`src/rtl/xmad_pkg.sv`:
```
package xmad_pkg;
    typedef enum logic [2:0] {
        CM_FULL  = 3'd0,
        CM_LOW   = 3'd1,
        CM_HIGH  = 3'd2,
        CM_BSHL  = 3'd3,
        CM_FIXUP = 3'd4
    } cmode_e;

    typedef struct packed {
        logic zero;
        logic neg;
        logic carry;
    } flags_t;
endpackage

```
`src/rtl/xmad_half_ext.sv`:
```
module xmad_half_ext #(
    parameter int DW = 32,
    parameter int HW = 16
) (
    input  logic [DW-1:0] word,
    input  logic          sel_hi,
    input  logic          sgn,
    output logic [DW-1:0] ext,
    output logic          is_zero,
    output logic          is_neg
);
    localparam int PADW = DW - HW;

    logic [HW-1:0] half;
    logic          fill;

    always_comb begin
        half    = sel_hi ? word[DW-1 -: HW] : word[HW-1:0];
        fill    = sgn & half[HW-1];
        ext     = {{PADW{fill}}, half};
        is_zero = (half == '0);
        is_neg  = ext[DW-1];
    end
endmodule

```
`src/rtl/xmad_addend.sv`:
```
module xmad_addend
    import xmad_pkg::*;
#(
    parameter int DW = 32,
    parameter int HW = 16
) (
    input  logic [DW-1:0] c_word,
    input  logic [DW-1:0] b_word,
    input  logic [2:0]    mode,
    input  logic          a_zero,
    input  logic          b_zero,
    input  logic          a_neg,
    input  logic          b_neg,
    output logic [DW-1:0] addend
);
    localparam int PADW = DW - HW;

    logic [1:0]    neg_cnt;
    logic [DW-1:0] fix_step;
    logic [DW-1:0] fixed_c;

    always_comb begin
        neg_cnt  = {1'b0, a_neg} + {1'b0, b_neg};
        fix_step = {{(DW-2){1'b0}}, neg_cnt} << HW;
        fixed_c  = (a_zero | b_zero) ? c_word : (c_word - fix_step);
        unique case (cmode_e'(mode))
            CM_LOW:   addend = {{PADW{1'b0}}, c_word[HW-1:0]};
            CM_HIGH:  addend = {{PADW{1'b0}}, c_word[DW-1 -: HW]};
            CM_BSHL:  addend = c_word + (b_word << HW);
            CM_FIXUP: addend = fixed_c;
            default:  addend = c_word;
        endcase
    end
endmodule

```
`src/rtl/xmad_unit.sv`:
```
module xmad_unit
    import xmad_pkg::*;
#(
    parameter int DW = 32,
    parameter int HW = 16
) (
    input  logic          clk,
    input  logic          rst_n,
    input  logic [DW-1:0] op_a,
    input  logic [DW-1:0] op_b,
    input  logic [DW-1:0] op_c,
    input  logic          a_hi,
    input  logic          b_hi,
    input  logic          a_sgn,
    input  logic          b_sgn,
    input  logic          c_sgn,
    input  logic          prod_shl,
    input  logic          merge,
    input  logic [2:0]    c_mode,
    input  logic          flag_en,
    output logic [DW-1:0] result,
    output logic          flag_zero,
    output logic          flag_neg,
    output logic          flag_carry
);
    localparam int UPW = DW - HW;

    // Per-operand half selection, one instance each for A and B
    logic [DW-1:0] ext_v  [2];
    logic          zero_v [2];
    logic          neg_v  [2];
    logic [DW-1:0] src_v  [2];
    logic          hi_v   [2];
    logic          sg_v   [2];

    always_comb begin
        src_v[0] = op_a;  hi_v[0] = a_hi;  sg_v[0] = a_sgn;
        src_v[1] = op_b;  hi_v[1] = b_hi;  sg_v[1] = b_sgn;
    end

    for (genvar i = 0; i < 2; i++) begin : g_opnd
        xmad_half_ext #(.DW(DW), .HW(HW)) u_ext (
            .word    (src_v[i]),
            .sel_hi  (hi_v[i]),
            .sgn     (sg_v[i]),
            .ext     (ext_v[i]),
            .is_zero (zero_v[i]),
            .is_neg  (neg_v[i])
        );
    end

    logic [DW-1:0] addend;

    xmad_addend #(.DW(DW), .HW(HW)) u_addend (
        .c_word (op_c),
        .b_word (op_b),
        .mode   (c_mode),
        .a_zero (zero_v[0]),
        .b_zero (zero_v[1]),
        .a_neg  (neg_v[0]),
        .b_neg  (neg_v[1]),
        .addend (addend)
    );

    // Product and add; c_sgn does not change modular bits
    logic [2*DW-1:0] prod_full;
    logic [DW-1:0]   prod_sh;
    logic [DW:0]     sum_w;
    logic [DW-1:0]   res_d;
    logic            c_hint_unused;
    flags_t          flags_q;

    always_comb begin
        prod_full     = {{DW{1'b0}}, ext_v[0]} * {{DW{1'b0}}, ext_v[1]};
        prod_sh       = prod_shl ? (prod_full[DW-1:0] << HW) : prod_full[DW-1:0];
        sum_w         = {1'b0, prod_sh} + {1'b0, addend};
        res_d         = merge ? {op_b[UPW-1:0], sum_w[HW-1:0]} : sum_w[DW-1:0];
        c_hint_unused = c_sgn;
    end

    always_ff @(posedge clk) begin
        if (!rst_n) begin
            result  <= '0;
            flags_q <= '0;
        end else begin
            result <= res_d;
            if (flag_en) begin
                flags_q.zero  <= (res_d == '0);
                flags_q.neg   <= res_d[DW-1];
                flags_q.carry <= sum_w[DW];
            end
        end
    end

    assign flag_zero  = flags_q.zero;
    assign flag_neg   = flags_q.neg;
    assign flag_carry = flags_q.carry;

    // Checks beside the datapath
    assert_merge_upper_R8: assert property (@(posedge clk) disable iff (!rst_n)
        merge |=> result[DW-1 -: UPW] == $past(op_b[UPW-1:0]));

    assert_flag_hold_R9: assert property (@(posedge clk) disable iff (!rst_n)
        !flag_en |=> $stable({flag_zero, flag_neg, flag_carry}));

    assert_zero_flag_R9: assert property (@(posedge clk) disable iff (!rst_n)
        flag_en |=> flag_zero == (result == '0));

    assert_sign_flag_R9: assert property (@(posedge clk) disable iff (!rst_n)
        flag_en |=> flag_neg == result[DW-1]);

    assert_high_c_R4: assert property (@(posedge clk) disable iff (!rst_n)
        (c_mode == 3'd2 && op_a == '0 && !merge) |=> result == ($past(op_c) >> HW));

    assert_fixup_bypass_R6: assert property (@(posedge clk) disable iff (!rst_n)
        (c_mode == 3'd4 && op_b == '0 && !merge) |=> result == $past(op_c));
endmodule

```
`config.mk`:
```
export PLATFORM = sky130hd
export DESIGN_NAME = xmad_unit
export DESIGN_NICKNAME = d
export VERILOG_FILES = /design/src/rtl/xmad_pkg.sv /design/src/rtl/xmad_half_ext.sv /design/src/rtl/xmad_addend.sv /design/src/rtl/xmad_unit.sv
export SDC_FILE = /design/constraint.sdc
export NUM_CORES = 1
export LEC_CHECK = 0
export ABC_AREA = 0
export BUFFER_PORTS_ARGS = -buffer_cell sky130_fd_sc_hd__clkbuf_2
export CAP_MARGIN = 20
export CORE_MARGIN = 5
export CORE_UTILIZATION = 60
export CTS_BUF_LIST = sky130_fd_sc_hd__clkbuf_8
export CTS_CLUSTER_SIZE = 14
export DETAILED_ROUTE_END_ITERATION = 8
export GPL_ROUTABILITY_DRIVEN = 1
export PLACE_DENSITY = 0.85
export REMOVE_ABC_BUFFERS = 1
export SETUP_SLACK_MARGIN = 0.4
export SYNTH_ARGS = -nofsm -noshare
export SYNTH_HDL_FRONTEND = slang
export SYNTH_SLANG_ARGS = --single-unit
```
`constraint.sdc`:
```
create_clock -name clk -period 14.82 [get_ports clk]
set_clock_uncertainty 0.15 [all_clocks]
set_input_delay 2.964 -clock clk [delete_from_list [all_inputs] [get_ports clk]]
set_output_delay 2.964 -clock clk [all_outputs]
set_load 0.02 [all_outputs]
```
; ---- After elaboration in Yosys (flattened, before gate mapping)
; Cells that the tools add are included.
[op_classes]
addsub = 4
multipliers = 1
n_eq_ne = 4
mux = 6
bitwise_logic = 3
n_reduce_logical = 3
[op_table]
columns = cell, n
row1 = one-hot mux 32 bit (4 select lines), 1
row2 = 2-to-1 mux 32 bit, 3
row3 = adder 32 x 32 -> 33 bit, 1
row4 = adder 32 bit, 1
row5 = zero test 16 bit, 2
row6 = zero test 32 bit, 1
row7 = multiplier 17 x 17 -> 32 bit, 1
row8 = 2-to-1 mux 16 bit, 2
row9 = subtractor 32 x 18 -> 32 bit, 1
row10 = "equality test 3 x 2 -> 1 bit, second input constant", 2
row11 = "equality test 3 x 1 -> 1 bit, second input constant", 1
row12 = "equality test 3 bit, second input constant", 1
row13 = adder 1 x 1 -> 2 bit, 1
row14 = AND 1 bit, 2
row15 = bitwise OR 1 bit, 1
[totals]
ff_bits = 35
inputBits = 109
output_inout_bits = 35
elab_cells = 25

; ---- Depth between registers and ports, before layout
[logic_depth]
word_depth = 9
depth_mapped = 40
mapped_depth_nobuf = 38

; ---- Hierarchy
; Synthesis repeated with hierarchy kept, for this count alone.
[hier_totals]
cells_unflattened = 2527
area_unflattened_um2 = 21617.0
[by_module_without_submodules]
columns = module, n_inst, cells_each, area_each_um2, seq_area_each_um2
row1 = xmad_unit, 1, 2190, 18968.2, 700.7
row2 = xmad_addend, 1, 251, 1870.5, 0.0
row3 = xmad_half_ext, 2, 43, 389.1, 0.0

; ---- Worst setup path after synthesis
; Ideal clock, no wire load.
[synth_path]
path_type = input port to flip-flop
start = input port b_hi
end = register flags_q, in the netlist flag_zero
setup_ps = 74
t_arrival_ps = 12013
required_ps = 14596
setup_slack_ps = 2583
cell_stages = 39
path_buffers = 5
cell_sequence = buf_2 > buf_1 > clkbuf_1 > mux2i_1 > clkbuf_1 > nor2_1 > fa_1 > inv_1 > fa_1 > fa_1 > inv_1 > ha_1 > fa_1 > inv_1 > fa_1 > inv_1 > ha_1 > clkbuf_1 > (+3 left out) > o41a_1 > a31o_2 > a21o_1 > a211o_1 > a31oi_1 > xor2_1 > o21ai_0 > ha_1 > nand2_1 > a21o_1 > or3_1 > o32ai_1 > o21ai_1 > a31oi_1 > mux2i_1 > and4b_1 > nand4_1 > o21ai_0
[synth_between]
elab_chain_cells = 9
elab_cells_between_ends = 13
cone_classes = add/sub: 3 / mul: 1 / mux: 5 / bitwise: 2 / reduce/logical: 2
[synth_lines]
columns = item, line_no
row1 = from (decl), xmad_unit.sv:13  ; input logic b_hi,
row2 = 2-to-1 mux 16 bit (*), xmad_half_ext.sv:18  ; half = sel_hi ? word[DW-1 -: HW] : word[HW-1:0];
row3 = "parallel branches: the longest is 5 deep, another holds multiplier 17 x 17 -> 32 bit", --
row4 = adder 32 x 32 -> 33 bit (*), xmad_unit.sv:76  ; sum_w = {1'b0, prod_sh} + {1'b0, addend};
row5 = 2-to-1 mux 32 bit (*), xmad_unit.sv:77  ; res_d = merge ? {op_b[UPW-1:0], sum_w[HW-1:0]} : sum_w[DW-1:0];
row6 = zero test 32 bit (*), xmad_unit.sv:88  ; flags_q.zero <= (res_d == '0);
row7 = to (decl), xmad_unit.sv:71  ; flags_t flags_q;
; Every way passes the cells marked *.
; A chain may end at the register's enable or synchronous reset.

; ---- Worst setup path after layout
; Same ends and word-level chain as after synthesis.

==> results.toml <==
[outcome]
status = "finished, final reports clean"

[detailed_routing]
drcViolationCount = 0
wl_per_cell_um = 20.5
vias_per_cell = 6.13
antenna_left = 0
drt_iter0_markers = 1639
routed_wl_um = 48400
drtPass1Iterations = 6
via_count = 14500

[timing]
setup-tns-final_ns = 0
report.final.slew_viol_count = 0
period_needed_ns = 13.46
hold_violations = 0
tightest_slew_ns = 1.16
timing.fmax_mhz = 74.3
setup_viol = 0
rsz0062_at_grt = "no"
max_slew_margin_pct = 20.4
finalCritPeriodShare_pct = 90.9

[synth]
syn_area_um2 = 15800
synth_top_area_share_pct = 36.2
synthTopCellsByCount = "318 x inv_1, 285 x fa_1, 227 x nor2_1"
ys.flop_type = "dfxtp_1"
ys_ff_latch = 35
yosysMostFrequentCell = "inv_1"
synth_cell_types = 79
yosysSeqAreaShare_pct = 4.45
synthCells = 1906
yosys_warnings = 0
syn_avg_cell_area_um2 = 8.27
synth_edf_count = 0
synthArstFlopShare_pct = 0
synth_area_leader_cell = "fa_1"
synth_area_leaders = "fa_1 36%, ha_1 10%, inv_1 7.6%"

[cts]
cts_buffer_depth = 2
path_clk_slew_ns = 0.08
numCtsBuffers = 5
cts_hold_buf = 0
cts.sinks = 35
h-tree-depth = 2
cts_root_buf = "clkbuf_8"
cts_tree = "built"
clkLatencyLatePin_ns = 0.30
postCtsSetupBuffers = 0
ctsResizeCount = 0

[worst_setup_path]
cp-end-kind = "register"
cp-start-kind = "primary input"
startpoint = "b_hi"
slowest_delay_ns = 0.78
worstSetupPathType = "in2reg"
cp_slowest_cell = "mux2i_1"
crit_fanout = 35
reg2reg_from = "flag_carry"
crit_arrival_ns = 13.55
required_ns = 14.90
crit_top_cell = "fa_1"

[hold_path]
hold_start = "flag_zero"
worstHoldPathType = "reg2reg"

[global_route]
antenna_found_initial = 1
grt_overflow = 0
grt_pass1_vias = 15100
grt_first_pass_wirelength_um = 77000
grt_util_all_layers_pct = 33.2
grt_max_degree = 49

[layout]
diodes = 0
final_util_pct = 65.4
syn2layout_area_growth_pct = 7.76
final_cells = 2363
final_cell_area_um2 = 17000
fin_nets = 2553
fillers = 2240
layout-drive-gt1-share_pct = 12.2

[die]
die_h_um = 172
core_um2 = 26000
dieArea_um2 = 29600
initial_utilization_pct = 60.7
die_width_um = 172
top_level_ports = 144
rows = 59

[job]
cap_viol_max_count = 0

[place]
place_hpwl_um = 41000
portBuffers = 142
dpl_cell_area_um2 = 16900
gp_congestion = 1.00
placed_cells = 2353
## layout by cell type (no fill, tap or decap), types with 9 or more instances in the layout
| cell | n |
|---|---|
| inv_1 | 318 |
| fa_1 | 285 |
| nor2_1 | 227 |
| nand2_1 | 225 |
| clkbuf_2 | 142 |
| ha_1 | 132 |
| a21oi_1 | 80 |
| o21ai_0 | 59 |
| mux2_2 | 47 |
| xnor2_1 | 41 |
| mux2i_1 | 36 |
| dfxtp_1 | 35 |
| buf_4 | 32 |
| nand3_1 | 29 |
| a21o_1 | 25 |
| nor3_1 | 25 |
| xor2_1 | 25 |
| a31oi_1 | 20 |
| nor2b_1 | 18 |
| nor4_1 | 15 |
| and2_1 | 15 |
| and3_1 | 11 |
| nand2b_1 | 10 |
| o21bai_1 | 10 |
| nand4_1 | 9 |
| o21a_1 | 9 |
## worst paths after layout
kind	to	slack (ns)	depth (start not counted)
min reg2reg	flag_zero	0.31	2
max reg2reg	flag_carry	14.04	2
min	flag_zero	0.31	2
max	flag_zero	1.36	35
## critical path: cells and delay by family
| kind | cells | cell delay [ns] |
|---|---|---|
| multiplexers | 1 | 0.78 |
| AO/OA/AOI/OAI | 13 | 2.58 |
| AND/OR/NAND/NOR | 7 | 2.06 |
| adder cells (fa/ha/maj) | 8 | 3.91 |
| XOR/XNOR | 1 | 0.15 |
| buffers and inverters | 5 | 1.04 |
## cell type report
class	instances	area (µm²)	area share, %
Multi-Input combinational cell	1490	13600	80.0
Inverter	321	1200	7.09
Timing Repair Buffer	174	951	5.60
Sequential cell	35	701	4.12
Tap cell	335	419	2.47
Clock buffer	6	82.6	0.486
Clock inverter	2	35.0	0.206
## registers in the layout, indices dropped and copies added (netlist names)
signal / cells
result: 32
flag_carry: 1
flag_neg: 1
flag_zero: 1
## cell families (layout without fill, tap and decap cells)
logic type | count (synthesis) | count (layout) | synth area share [%]
xor+xnor | 66 | 66 | 3.67
simple gates | 624 | 624 | 17.6
flops | 35 | 35 | 4.45
mux | 83 | 83 | 5.64
fa+ha+maj | 417 | 417 | 46.7
buf+inv | 381 | 503 | 9.32
compound gates | 300 | 300 | 12.7
## metal layers
| metal | up-vias | track usage, % | wire length, µm |
|---|---|---|---|
| li1 | 6465 | - | - |
| met1 | 7111 | 42.7 | 18100 |
| met2 | 738 | 54.9 | 22800 |
| met3 | 183 | 6.97 | 4940 |
| met4 | 0 | 13.8 | 2550 |
| met5 | - | 0 | 0 |
## per-stage QoR
step           hold WS (ns)  worst slack [ns]
6_report              0.314              1.36
3_5_place_dp          0.309              1.26
3_3_place_gp          0.300              1.51
4_1_cts               0.321              1.55
5_1_grt               0.366             0.669
2_1_floorplan         0.381              3.26
Power is left out: the tool's default activity adds up to more than one toggle a clock period on the data nets, which glitch-free logic cannot reach.
